[src/rtl/irq_nest_pkg.sv]
package irq_nest_pkg;
  localparam int LVL_W = 2;

  typedef logic [LVL_W-1:0] level_t;

  // saved / running context
  typedef struct packed {
    logic   enable;
    level_t level;
  } ctx_t;

  // control -> datapath strobes
  typedef struct packed {
    logic   push;
    logic   pop;
    logic   load;
    level_t pushLevel;
  } ctl_strobe_t;
endpackage

[src/rtl/irq_nest_dp.sv]
module irq_nest_dp
  import irq_nest_pkg::*;
#(
  parameter int NUM_SRC     = 8,
  parameter int STACK_DEPTH = 4
) (
  input  logic                       clk,
  input  logic                       rstN,
  input  logic                       lvlWrEn,
  input  logic [$clog2(NUM_SRC)-1:0] lvlWrIdx,
  input  level_t                     lvlWrData,
  input  logic                       ctxWrEnable,
  input  level_t                     ctxWrLevel,
  input  ctl_strobe_t                strobe,
  output level_t [NUM_SRC-1:0]       srcLevel,
  output ctx_t                       curCtx,
  output logic                       stackFull,
  output logic                       stackEmpty
);
  localparam int IDX_W = $clog2(NUM_SRC);
  localparam int CNT_W = $clog2(STACK_DEPTH + 1);
  localparam int PTR_W = (STACK_DEPTH > 1) ? $clog2(STACK_DEPTH) : 1;
  localparam level_t LVL_MAX = '1;

  // per-source level registers
  for (genvar g = 0; g < NUM_SRC; g++) begin : g_lvl
    always_ff @(posedge clk) begin
      if (!rstN)
        srcLevel[g] <= LVL_MAX;
      else if (lvlWrEn && lvlWrIdx == IDX_W'(g))
        srcLevel[g] <= lvlWrData;
    end
  end

  // save stack
  ctx_t             stackMem [STACK_DEPTH];
  logic [CNT_W-1:0] count;
  logic [PTR_W-1:0] wrPtr;
  logic [PTR_W-1:0] rdPtr;

  assign wrPtr      = PTR_W'(count);
  assign rdPtr      = PTR_W'(count - CNT_W'(1));
  assign stackFull  = (count == CNT_W'(STACK_DEPTH));
  assign stackEmpty = (count == '0);

  always_ff @(posedge clk) begin
    if (strobe.push && !strobe.pop && !strobe.load)
      stackMem[wrPtr] <= curCtx;
  end

  always_ff @(posedge clk) begin
    if (!rstN) begin
      curCtx <= '{enable: 1'b0, level: LVL_MAX};
      count  <= '0;
    end else if (strobe.pop) begin
      curCtx <= stackMem[rdPtr];
      count  <= count - CNT_W'(1);
    end else if (strobe.load) begin
      curCtx <= '{enable: ctxWrEnable, level: ctxWrLevel};
    end else if (strobe.push) begin
      curCtx.level <= strobe.pushLevel;
      count        <= count + CNT_W'(1);
    end
  end
endmodule

[src/rtl/irq_nest_ctrl.sv]
module irq_nest_ctrl
  import irq_nest_pkg::*;
#(
  parameter int NUM_SRC = 8
) (
  input  logic                       clk,
  input  logic                       rstN,
  input  logic [NUM_SRC-1:0]         reqVec,
  input  logic                       retStrobe,
  input  logic                       ctxWrEn,
  input  level_t [NUM_SRC-1:0]       srcLevel,
  input  ctx_t                       curCtx,
  input  logic                       stackFull,
  input  logic                       stackEmpty,
  output ctl_strobe_t                strobe,
  output logic                       acceptPulse,
  output logic [$clog2(NUM_SRC)-1:0] acceptIdx,
  output logic                       overflow
);
  localparam int IDX_W = $clog2(NUM_SRC);

  logic             found;
  logic [IDX_W-1:0] winIdx;
  level_t           winLvl;
  logic             qualify;
  logic             blocked;

  // scan from high index down; <= lets lower indices take ties
  always_comb begin
    found  = 1'b0;
    winIdx = '0;
    winLvl = '1;
    for (int i = NUM_SRC - 1; i >= 0; i--) begin
      if (reqVec[i] && (srcLevel[i] < curCtx.level) &&
          (!found || srcLevel[i] <= winLvl)) begin
        found  = 1'b1;
        winIdx = IDX_W'(i);
        winLvl = srcLevel[i];
      end
    end
  end

  assign qualify = found && curCtx.enable;
  assign blocked = retStrobe || ctxWrEn;

  always_comb begin
    strobe.pop       = retStrobe && !stackEmpty;
    strobe.load      = ctxWrEn && !strobe.pop;
    strobe.push      = qualify && !blocked && !stackFull;
    strobe.pushLevel = winLvl;
  end

  always_ff @(posedge clk) begin
    if (!rstN) begin
      acceptPulse <= 1'b0;
      acceptIdx   <= '0;
      overflow    <= 1'b0;
    end else begin
      acceptPulse <= strobe.push;
      overflow    <= qualify && !blocked && stackFull;
      if (strobe.push)
        acceptIdx <= winIdx;
    end
  end
endmodule

[src/rtl/irq_nest_unit.sv]
module irq_nest_unit
  import irq_nest_pkg::*;
#(
  parameter int NUM_SRC     = 8,
  parameter int STACK_DEPTH = 4
) (
  input  logic                       clk,
  input  logic                       rstN,
  input  logic                       lvlWrEn,
  input  logic [$clog2(NUM_SRC)-1:0] lvlWrIdx,
  input  logic [1:0]                 lvlWrData,
  input  logic                       ctxWrEn,
  input  logic                       ctxWrEnable,
  input  logic [1:0]                 ctxWrLevel,
  input  logic [NUM_SRC-1:0]         reqVec,
  input  logic                       retStrobe,
  output logic                       acceptPulse,
  output logic [$clog2(NUM_SRC)-1:0] acceptIdx,
  output logic                       overflow,
  output logic [1:0]                 curLevel,
  output logic                       curEnable
);
  ctl_strobe_t          strobe;
  level_t [NUM_SRC-1:0] srcLevel;
  ctx_t                 curCtx;
  logic                 stackFull;
  logic                 stackEmpty;

  irq_nest_dp #(.NUM_SRC(NUM_SRC), .STACK_DEPTH(STACK_DEPTH)) u_dp (
    .clk(clk), .rstN(rstN),
    .lvlWrEn(lvlWrEn), .lvlWrIdx(lvlWrIdx), .lvlWrData(lvlWrData),
    .ctxWrEnable(ctxWrEnable), .ctxWrLevel(ctxWrLevel),
    .strobe(strobe), .srcLevel(srcLevel), .curCtx(curCtx),
    .stackFull(stackFull), .stackEmpty(stackEmpty)
  );

  irq_nest_ctrl #(.NUM_SRC(NUM_SRC)) u_ctrl (
    .clk(clk), .rstN(rstN),
    .reqVec(reqVec), .retStrobe(retStrobe), .ctxWrEn(ctxWrEn),
    .srcLevel(srcLevel), .curCtx(curCtx),
    .stackFull(stackFull), .stackEmpty(stackEmpty),
    .strobe(strobe), .acceptPulse(acceptPulse), .acceptIdx(acceptIdx),
    .overflow(overflow)
  );

  assign curLevel  = curCtx.level;
  assign curEnable = curCtx.enable;
endmodule

[config.mk]
export PLATFORM = sky130hd
export DESIGN_NAME = irq_nest_unit
export DESIGN_NICKNAME = d
export VERILOG_FILES = /design/src/rtl/irq_nest_pkg.sv /design/src/rtl/irq_nest_dp.sv /design/src/rtl/irq_nest_ctrl.sv /design/src/rtl/irq_nest_unit.sv
export SDC_FILE = /design/constraint.sdc
export NUM_CORES = 1
export LEC_CHECK = 0
export BUFFER_PORTS_ARGS = -buffer_cell sky130_fd_sc_hd__buf_2
export CAP_MARGIN = 20
export CORE_MARGIN = 2
export CORE_UTILIZATION = 59
export DETAILED_ROUTE_END_ITERATION = 8
export GPL_ROUTABILITY_DRIVEN = 1
export HOLD_SLACK_MARGIN = 0.02
export PLACE_DENSITY = 0.8
export SYNTH_ARGS = -nofsm -noshare
export SYNTH_HDL_FRONTEND = slang
export SYNTH_SLANG_ARGS = --single-unit
[constraint.sdc]
create_clock -name clk -period 12 [get_ports clk]
set_input_delay 0 -clock clk [delete_from_list [all_inputs] [get_ports clk]]
set_output_delay 0 -clock clk [all_outputs]
set_load 0.05 [all_outputs]
# ---- After elaboration in Yosys (flattened, before gate mapping)
# Memory sizes are Yosys's and may differ from the RTL's.
# Index checks and enable logic that the tools add are counted.
dict set report totals {
  ff_bits 27
  ramBits 12
  in_bits 21
  output_inout_bits 8
  word_cells 131
  n_memories 1
}
# memory words width rd rd_ports_with_merged_regs write_ports line_no
set memory_table {}
lappend memory_table {u_dp.stackMem 4 3 1 0 1 irq_nest_dp.sv:36} ;# ctx_t stackMem [STACK_DEPTH];
dict set report op_classes {
  add_sub_neg 2
  magnitude_cmp 15
  n_eq_ne 9
  mux 33
  reduce_logical 57
}
# operator count
set op_table {}
lappend op_table {{3-bit two-way mux} 12}
lappend op_table {{1-bit logical AND} 31}
lappend op_table {{2-bit two-way mux} 10}
lappend op_table {{2-bit < comparator} 8}
lappend op_table {{3-bit equality test, second input constant} 5}
lappend op_table {{2-bit <= comparator} 7}
lappend op_table {{1-bit zero test} 12}
lappend op_table {{1-bit two-way mux} 11}
lappend op_table {{1-bit logical OR} 8}
lappend op_table {{3-bit by 2-bit equality test with 1-bit output, second input constant} 2}
lappend op_table {{3-bit zero test} 2}
lappend op_table {{2-bit nonzero test} 2}
lappend op_table {{3-bit by 1-bit adder with 3-bit output, second input constant} 1}
lappend op_table {{3-bit by 1-bit equality test with 1-bit output, second input constant} 1}
lappend op_table {{3-bit nonzero test} 1}
lappend op_table {{3-bit by 1-bit subtractor with 3-bit output, second input constant} 1}
lappend op_table {{2-bit != test, second input constant} 1}
lappend op_table {{2-bit AND reduction} 1}

# ---- Depth between registers and ports, before layout
# Gate-level depths: netlist of run 1.
dict set report depth {
  word_depth 38
  depth_mapped 50
  mapped_depth_nobuf 49
}

# ---- Hierarchy
# A second synthesis of run 1 with hierarchy kept.
dict set report unflattened {
  hier_cells 286
  hier_area_um2 2766.4
}
# mod n_inst cells_per_inst area_per_inst_um2 seq_area_each_um2
set modules_own_cells {}
lappend modules_own_cells {irq_nest_dp 1 128 1527.7 800.8}
lappend modules_own_cells {irq_nest_ctrl 1 158 1238.7 100.1}

# ---- Least setup slack after synthesis of run 1
# No wires, ideal clock.
dict set report synth_timing {
  path_kind {reg-to-reg}
  start {register u_dp.curCtx[1] (netlist name)}
  end {register u_dp.curCtx[1] (netlist name)}
  setup_ns 0.121
  t_arrival_ns 8.994
  t_required_ns 11.879
  setup_slack_ns 2.884
  stages_incl_launch_ff 49
  path_buffers 1
  synth_period_minus_slack_ns 9.116
  path_cell_list {dfxtp_1 -> inv_1 -> ha_1 -> nand2b_1 -> a21o_1 -> nor2_1 -> ha_1 -> nor2b_1 -> a2bb2oi_1 -> o21ai_0 -> o22ai_1 -> ha_1 -> a221oi_2 -> nor2_1 -> o22ai_1 -> inv_1 -> ha_1 -> nor2b_1 -> [13 not listed] -> nor2b_1 -> o21ai_0 -> a22o_1 -> a221o_1 -> o21ai_0 -> ha_1 -> nor2b_1 -> o21ai_0 -> a22o_1 -> nor2_1 -> a22oi_1 -> ha_1 -> nor2b_1 -> o21ai_0 -> a22o_1 -> and3b_1 -> a211oi_1 -> o2bb2ai_1}
}
dict set report synth_via {
  elab_chain_len 35
  elab_cells_between_ends 67
  classes_between {order compare (15); mux (19); reduce/logical (33)}
}
# item line_no
set synth_rtl {}
lappend synth_rtl {{2-bit < comparator} irq_nest_ctrl.sv:34} ;# if (reqVec[i] && (srcLevel[i] < curCtx.level) &&
lappend synth_rtl {{1-bit logical AND} irq_nest_ctrl.sv:34}
lappend synth_rtl {{2-bit two-way mux / 1-bit two-way mux (equally long branches)} irq_nest_ctrl.sv:34}
lappend synth_rtl {{2-bit <= comparator / 1-bit zero test (equally long branches)} irq_nest_ctrl.sv:35} ;# (!found || srcLevel[i] <= winLvl)) begin
lappend synth_rtl {{1-bit logical OR} irq_nest_ctrl.sv:35}
lappend synth_rtl {{1-bit logical AND} irq_nest_ctrl.sv:34}
lappend synth_rtl {{2-bit two-way mux / 1-bit two-way mux (equally long branches)} irq_nest_ctrl.sv:34}
lappend synth_rtl {{2-bit <= comparator / 1-bit zero test (equally long branches)} irq_nest_ctrl.sv:35}
lappend synth_rtl {{[18 not listed]} -}
lappend synth_rtl {{2-bit two-way mux / 1-bit two-way mux (equally long branches)} irq_nest_ctrl.sv:34}
lappend synth_rtl {{2-bit <= comparator / 1-bit zero test (equally long branches)} irq_nest_ctrl.sv:35}
lappend synth_rtl {{1-bit logical OR} irq_nest_ctrl.sv:35}
lappend synth_rtl {{1-bit logical AND} irq_nest_ctrl.sv:34}
lappend synth_rtl {{1-bit two-way mux} irq_nest_ctrl.sv:34}
lappend synth_rtl {{1-bit logical AND} irq_nest_ctrl.sv:43} ;# assign qualify = found && curCtx.enable;
lappend synth_rtl {{1-bit logical AND (2 in a row)} irq_nest_ctrl.sv:49} ;# strobe.push = qualify && !blocked && !stackFull;
lappend synth_rtl {{3-bit nonzero test (no line)} -}
# Parallel ways exist; a longest one is shown, timed or not. The select of a mux whose other input is x is not followed.
# A chain may end at the register's enable or synchronous reset.

# ---- Final worst setup path of run 1
dict set report layout_timing {
  start {register u_dp.curCtx[1] (netlist name)}
  end {register u_dp.curCtx[1] (netlist name)}
}
dict set report layout_via {
  elab_chain_len 35
  elab_cells_between_ends 67
  classes_between {order compare (15); mux (19); reduce/logical (33)}
}
# item line_no
set layout_rtl {}
lappend layout_rtl {{2-bit < comparator} irq_nest_ctrl.sv:34}
lappend layout_rtl {{1-bit logical AND} irq_nest_ctrl.sv:34}
lappend layout_rtl {{2-bit two-way mux / 1-bit two-way mux (equally long branches)} irq_nest_ctrl.sv:34}
lappend layout_rtl {{2-bit <= comparator / 1-bit zero test (equally long branches)} irq_nest_ctrl.sv:35}
lappend layout_rtl {{1-bit logical OR} irq_nest_ctrl.sv:35}
lappend layout_rtl {{1-bit logical AND} irq_nest_ctrl.sv:34}
lappend layout_rtl {{2-bit two-way mux / 1-bit two-way mux (equally long branches)} irq_nest_ctrl.sv:34}
lappend layout_rtl {{2-bit <= comparator / 1-bit zero test (equally long branches)} irq_nest_ctrl.sv:35}
lappend layout_rtl {{[18 not listed]} -}
lappend layout_rtl {{2-bit two-way mux / 1-bit two-way mux (equally long branches)} irq_nest_ctrl.sv:34}
lappend layout_rtl {{2-bit <= comparator / 1-bit zero test (equally long branches)} irq_nest_ctrl.sv:35}
lappend layout_rtl {{1-bit logical OR} irq_nest_ctrl.sv:35}
lappend layout_rtl {{1-bit logical AND} irq_nest_ctrl.sv:34}
lappend layout_rtl {{1-bit two-way mux} irq_nest_ctrl.sv:34}
lappend layout_rtl {{1-bit logical AND} irq_nest_ctrl.sv:43}
lappend layout_rtl {{1-bit logical AND (2 in a row)} irq_nest_ctrl.sv:49}
lappend layout_rtl {{3-bit nonzero test (no line)} -}
# Parallel ways exist; a longest one is shown, timed or not. The select of a mux whose other input is x is not followed.

==> results.py, run 1 <==
metrics = {
    "floorplanning": {
        "die_area_sq_um": 5050,
        "die_y_microns": 71.07,
        "rows": 24,
        "start_util_pct": 60.95,
        "fp.dieW_microns": 71.07,
        "ios": 29,
        "floorplan.core_area_sq_um": 4354,
    },
    "yosys": {
        "synth_cell_types": 56,
        "synth_mux_area_share_pct": 5.563,
        "ys.flop_type": "dfxtp_1",
        "synth_compound_area_share_pct": 22.25,
        "synthArstFlopShare_pct": 0,
        "ys_seq_area_share_pct": 33.95,
        "yosysWarnings": 0,
        "syn-cell-area_sq_um": 2654,
        "syn_area_per_cell_sq_um": 9.183,
        "synth_top_family_by_area": "compound AO/OA/AOI/OAI gates",
        "syn_inst": 289,
        "synthSimpleGateAreaFrac_pct": 21.64,
        "yosys.area_share.adder_pct": 12.73,
        "synth-seq-cells": 39,
        "synth_xor_area_share_pct": 0.3300,
        "synth_nets": 337,
        "synth_edf_count": 12,
    },
    "clocking": {
        "cts-resized-gates": 0,
        "clk_path_buf_depth": 2,
        "clock-sinks": 39,
        "clk_latency_ns": 0.29,
        "cts_tree": "yes",
        "cts_buffers": 5,
        "clk_pin_slew_ns": 0.07,
        "root_buffer": "clkbuf_8",
        "htree_levels": 2,
    },
    "grt": {
        "top_usage_layer": "met2",
        "grt_use_met2_pct": 37.80,
        "grt_pass1_wl_microns": 10050,
        "overflow": 0,
        "antenna_found_initial": 0,
        "met3_usage_pct": 4.701,
        "grtUsageMet1_pct": 37.77,
        "grt_max_degree": 29,
        "grtUsageTotal_pct": 25.29,
        "grt_pass1_vias": 2097,
    },
    "sta": {
        "fmax_ghz": 0.09988,
        "fin_skew_ns": 0.006336,
        "slew_viol_final": 0,
        "rsz0062_at_grt": "false",
        "tightest_slew_ns": 0.7132,
        "finalHoldViolations": 0,
        "timing.final.ws_setup_ns": 1.988,
        "setup_viol": 0,
        "fin_crit_ns": 10.01,
        "fin_crit_sh_pct": 83.44,
        "slew_headroom_pct": 51.95,
        "fin_setup_tns_ns": 0,
    },
    "setup_path": {
        "r2r-start": "u_dp.curCtx[1]",
        "criticalPathCategory": "reg -> reg",
        "cp-end-kind": "flop",
        "worst_setup_path_start_kind": "flop",
        "path_common_cell": "ha_1",
        "cp_slowest_cell": "dfxtp_1",
        "rr_endpoint": "u_dp.curCtx[1]",
        "critPathMaxFanout": 9,
        "slowest_delay_ns": 0.43,
        "required_ns": 12.17,
        "r2r_slack_ns": 1.99,
        "arrival_ns": 10.18,
        "worst_r2r_path_depth": 47,
    },
    "cells_and_area": {
        "num-nets-final": 366,
        "final_cell_mix": "nand2_1, buf_2, ha_1, dfxtp_1",
        "drive_gt1_share_pct": 14.11,
        "stdcell_count": 371,
        "area_delta_synth_final_pct": 10.33,
        "layout_commonest_cell": "nand2_1",
        "antenna_cells": 0,
    },
    "route": {
        "routedWlPerCell_microns": 15.96,
        "drt-total-wl_microns": 5921,
        "vias": 2276,
        "drtIter0Drc": 186,
        "drc_errors": 0,
        "drtPass1Iterations": 5,
        "ant_nets": 0,
        "via_per_inst": 6.135,
    },
    "placed_design": {
        "port_buffers": 28,
        "post-place-ws_ns": 2.217,
        "routabilityCongestion": 0.9461,
        "dp.cells": 362,
        "dp_hpwl_microns": 4371,
    },
    "hold_path": {
        "hp-class": "in -> reg",
        "hold_depth": 3,
        "hp-start": "lvlWrData[1]",
        "worstHoldEndpoint": "u_dp.srcLevel[13]",
    },
    "status": {
        "status": "finished clean",
    },
    "power": {
        "cellPowerDensity_nw_per_um2": 184.6,
        "p_leak_nw": 1.252,
        "peakVddDrop_uv": 97.67,
        "total_power_w": 0.0005405,
    },
    "flow_run": {
        "maxCapViolCount": 0,
    },
}
[how the worst max path moves through the flow]
stage,startpoint,slack [ns],depth (start not counted),to
2_1_floorplan,u_dp.curCtx[1],2.88,48,u_dp.curCtx[1]
3_3_place_gp,u_dp.curCtx[1],2.59,47,u_dp.curCtx[1]
4_1_cts,u_dp.curCtx[1],2.18,47,u_dp.curCtx[1]
3_5_place_dp,u_dp.curCtx[1],2.22,47,u_dp.curCtx[1]
5_1_grt,u_dp.curCtx[1],1.22,47,u_dp.curCtx[1]
6_report,u_dp.curCtx[1],1.99,47,u_dp.curCtx[1]
[area by class of cell]
| class | count | area, sq um |
|---|---|---|
| Multi-Input combinational cell | 226 | 1659 |
| Clock inverter | 2 | 12.51 |
| Timing Repair Buffer | 30 | 157.7 |
| Fill cell | 380 | 1426 |
| Inverter | 16 | 60.06 |
| Clock buffer | 6 | 72.57 |
| Sequential cell | 39 | 900.9 |
| Tap cell | 52 | 65.06 |
[stage by stage]
stage                     hold slack, ns  instance area [sq um]  utilization, %
after floorplan                  0.07661                   2654               -
after global placement            0.2113                   2833           65.06
after detailed placement          0.2114                   2833           65.06
after CTS                        0.04406                   2928           67.24
after global routing             0.06186                   2928           67.24
final                            0.03790                   2928           67.24
[kinds of logic (layout without fill, tap and decap cells)]
kind of cell / Yosys count / count (layout)
AOI/OAI and AO/OA: 80 / 80
xor gates and xnor gates: 1 / 1
adders and majority gates: 27 / 27
buffers and inverters: 24 / 54
DFF: 39 / 39
muxes: 11 / 11
and+or+nand+nor: 107 / 107
[routing by layer]
metal  wire, microns  up-vias
met4              89        0
li1                -     1128
met1            2983     1058
met5               0        -
met2            2511       81
met3             337        9
[synthesized netlist by cell type (2+ instances only)]
cell type  instances  area (sq um)
nor2b_1           11         68.82
nand2b_1          18         112.6
nor4b_1            2         17.52
ha_1              27         337.8
a22o_1             4         35.03
clkbuf_1           5         18.77
inv_1             16         60.06
buf_2              2         10.01
a21o_1             3         22.52
a211oi_1           5         37.54
a211o_1            2         17.52
a221oi_2           2         30.03
mux2i_1            8         80.08
o221ai_1           2         17.52
and2_1             8         50.05
o21ai_0           18         90.09
o211ai_1           6         45.04
dfxtp_1           27         540.5
edfxtp_1          12         360.4
mux4_2             3         67.56
a21boi_1           3         22.52
a22oi_1            3         22.52
nor3_1             5         25.02
nor2_1            13         48.80
nand2_1           33         123.9
or3_1              2         12.51
o22ai_1            3         18.77
nor3b_1            4         30.03
o21a_1             2         15.01
a21oi_1           10         50.05
nand4b_1           4         35.03
a31o_1             2         17.52
[critical path: cells and delay by family (launching register included)]
| kind | cells | cell delay (ns) |
|---|---|---|
| DFF | 1 | 0.43 |
| buffers and inverters | 2 | 0.28 |
| AOI/OAI and AO/OA | 25 | 5.40 |
| adders and majority gates | 8 | 2.17 |
| and+or+nand+nor | 12 | 1.63 |
[registers in the layout (all words and copies together), names as in the netlist]
signal / cells
u_dp.count: 3
u_ctrl.acceptIdx: 3
u_dp.stackMem: 12
u_ctrl.overflow: 1
u_dp.curCtx: 3
u_dp.srcLevel: 16
u_ctrl.acceptPulse: 1
[power breakdown]
group / total, W / internal [W] / switching, W / leakage [nW]
combinational: 0.000282 / 0.000114 / 0.000168 / 0.885
clock: 0.0000874 / 0.0000406 / 0.0000468 / 0.0412
sequential: 0.000171 / 0.000151 / 0.0000197 / 0.326
[timing repair]
action / 4_1_cts / 5_1_grt
buffers inserted: 0 / 0
hold buffers: 1 / 0
endpoints found under the hold margin: 1 / 0
Power figures use the tool's default switching activity.
==> run 2: changes to the inputs <==
--- a/config.mk
+++ b/config.mk
@@ -8,11 +8,11 @@
 export BUFFER_PORTS_ARGS = -buffer_cell sky130_fd_sc_hd__buf_2
 export CAP_MARGIN = 20
 export CORE_MARGIN = 2
-export CORE_UTILIZATION = 59
+export CORE_UTILIZATION = 53
 export DETAILED_ROUTE_END_ITERATION = 8
 export GPL_ROUTABILITY_DRIVEN = 1
 export HOLD_SLACK_MARGIN = 0.02
-export PLACE_DENSITY = 0.8
+export PLACE_DENSITY = 0.76
 export SYNTH_ARGS = -nofsm -noshare
 export SYNTH_HDL_FRONTEND = slang
 export SYNTH_SLANG_ARGS = --single-unit
==> constraint.sdc (replaced) <==
create_clock -name clk -period 8.5 [get_ports clk]
set_input_delay 0 -clock clk [delete_from_list [all_inputs] [get_ports clk]]
set_output_delay 0 -clock clk [all_outputs]
set_load 0.05 [all_outputs]
==> results.py, run 2 (same netlist as run 1, synthesis figures left out) <==
metrics = {
    "status": {
        "status": "finished with violations",
        "failed_checks": "negative setup slack",
    },
    "route": {
        "via_per_inst": 6.242,
        "vias": 2678,
        "drt-total-wl_microns": 8073,
        "drtPass1Iterations": 5,
        "routedWlPerCell_microns": 18.82,
        "drtIter0Drc": 325,
        "drc_errors": 0,
        "ant_nets": 0,
    },
    "grt": {
        "grtUsageTotal_pct": 26.58,
        "grt_pass1_vias": 2407,
        "grt_pass1_wl_microns": 11300,
        "grt_max_degree": 29,
        "overflow": 0,
        "antenna_found_initial": 0,
    },
    "clocking": {
        "htree_levels": 2,
        "clock-sinks": 39,
        "clk_pin_slew_ns": 0.08,
        "cts_buffers": 5,
        "root_buffer": "clkbuf_8",
        "clk_path_buf_depth": 2,
        "cts_tree": "yes",
        "clk_latency_ns": 0.29,
    },
    "setup_path": {
        "arrival_ns": 8.94,
        "cp_num_buf_inv": 5,
        "r2r-start": "u_dp.curCtx[1]",
        "worst_r2r_path_depth": 48,
        "cp-end-kind": "flop",
        "critPathMaxFanout": 6,
        "criticalPathCategory": "reg -> reg",
        "cp_slowest_cell": "a221oi_4",
        "slowest_delay_ns": 0.37,
        "r2r_slack_ns": -0.24,
        "critPathTopFamily": "compound AO/OA/AOI/OAI gates",
        "worst_setup_path_start_kind": "flop",
        "rr_endpoint": "u_dp.curCtx[1]",
        "required_ns": 8.70,
    },
    "sta": {
        "tightest_slew_ns": 0.8685,
        "fin_crit_ns": 8.743,
        "slew_viol_final": 0,
        "whs_ns": 0.05196,
        "slew_headroom_pct": 41.57,
        "timing.final.ws_setup_ns": -0.2432,
        "finalHoldViolations": 0,
        "fin_setup_tns_ns": -0.7966,
        "setup_viol": 5,
        "fmax_ghz": 0.1144,
        "fin_skew_ns": 0.007049,
        "fin_crit_sh_pct": 102.9,
        "rsz0062_at_grt": "true",
    },
    "floorplanning": {
        "ios": 29,
        "rows": 25,
        "die_area_sq_um": 5589,
        "die_y_microns": 74.76,
        "start_util_pct": 55.45,
        "floorplan.core_area_sq_um": 4786,
        "fp.dieW_microns": 74.76,
    },
    "placed_design": {
        "routabilityCongestion": 0.8722,
        "placedInstanceArea_sq_um": 3024,
        "dp_hpwl_microns": 4663,
        "port_buffers": 28,
        "post-place-ws_ns": -0.2007,
    },
    "cells_and_area": {
        "max_flop_register": "u_dp.srcLevel",
        "drive_gt1_share_pct": 35.08,
        "layout_commonest_cell": "buf_4",
        "ff_latch_area_sq_um": 905.9,
        "largest_reg_flops": 16,
        "final_cell_area_sq_um": 3548,
        "multiInputGateArea_sq_um": 1908,
        "top_regs": "u_dp.srcLevel (16), u_dp.stackMem (12)",
        "nFillCells": 340,
        "final_cell_mix": "buf_4, nand2_1, buf_2",
        "area_delta_synth_final_pct": 33.71,
        "num-nets-final": 409,
        "antenna_cells": 0,
    },
    "power": {
        "peakVddDrop_uv": 143.9,
        "total_power_w": 0.0009775,
        "p_leak_nw": 1.588,
        "cellPowerDensity_nw_per_um2": 275.5,
    },
    "hold_path": {
        "worstHoldEndpoint": "u_dp.curCtx[2]",
        "hp-start": "ctxWrEnable",
        "hold_depth": 4,
        "hp-class": "in -> reg",
    },
    "flow_run": {
        "maxCapViolCount": 0,
    },
}
==> run 2: cell count changes in the layout (fill, tap and decap cells not counted), sizes merged <==
cell / before / now
buf: 29 / 72
clkinvlp: 1 / 2
inv: 16 / 15
==> run 2: final cells by class <==
class / instances / area share, %
clock inverters: 2 / 0.4584
clock buffers: 6 / 2.327
multi-input cells: 226 / 53.77
flip-flops and latches: 39 / 25.53
well taps: 67 / 2.362
repair buffers: 73 / 13.75
inverters: 16 / 1.798
==> run 2: worst max path at each step <==
| stage | from | end | slack [ns] | depth (start not counted) |
|---|---|---|---|---|
| global placement | u_dp.curCtx[1] | u_dp.curCtx[1] | 0.03 | 47 |
| finish | u_dp.curCtx[1] | u_dp.curCtx[1] | -0.24 | 48 |
| detailed placement | u_dp.curCtx[1] | u_dp.curCtx[1] | -0.20 | 47 |
| floorplan | u_dp.curCtx[1] | u_dp.curCtx[1] | -0.09 | 48 |
| CTS | u_dp.curCtx[1] | u_dp.curCtx[1] | -0.003 | 47 |
| global route | u_dp.curCtx[1] | u_dp.curCtx[1] | -0.52 | 47 |
==> run 2: worst register-to-register path: cells and delay by family, from the launching register on <==
kind,cells,cell delay [ns]
flops,1,0.36
compound gates,24,4.20
buf+inv,5,0.61
fa+ha+maj,8,2.12
simple gates,11,1.36
==> run 2: power breakdown <==
part           switching, W  internal, W  leakage [nW]
registers         0.0000208     0.000215         0.325
logic              0.000327     0.000278          1.22
clock network     0.0000709    0.0000663        0.0474
total              0.000418     0.000559          1.59
==> run 2: layer usage <==
layer,share of wire [%],vias to the layer above,track usage (%)
li1,-,1210,-
met1,41,1258,34.59
met5,0,-,0
met3,9.4,35,5.087
met2,47,175,44.25
met4,3.2,0,9.524
==> run 2: repair_timing <==
| action | 4_1_cts | 5_1_grt |
|---|---|---|
| pin swaps | 29 | 27 |
| endpoints found under the hold margin | 1 | 0 |
| resized for setup | 17 | 30 |
| endpoints found under the setup margin | 5 | 5 |
| buffers inserted | 18 | 6 |
| hold buffers | 1 | 0 |
==> run 2: metrics by stage <==
stage,util [%],instances
detailed placement,63.19,396
finish,74.14,429
floorplan,-,289
CTS,70.01,423
global route,74.14,429
global placement,63.19,396
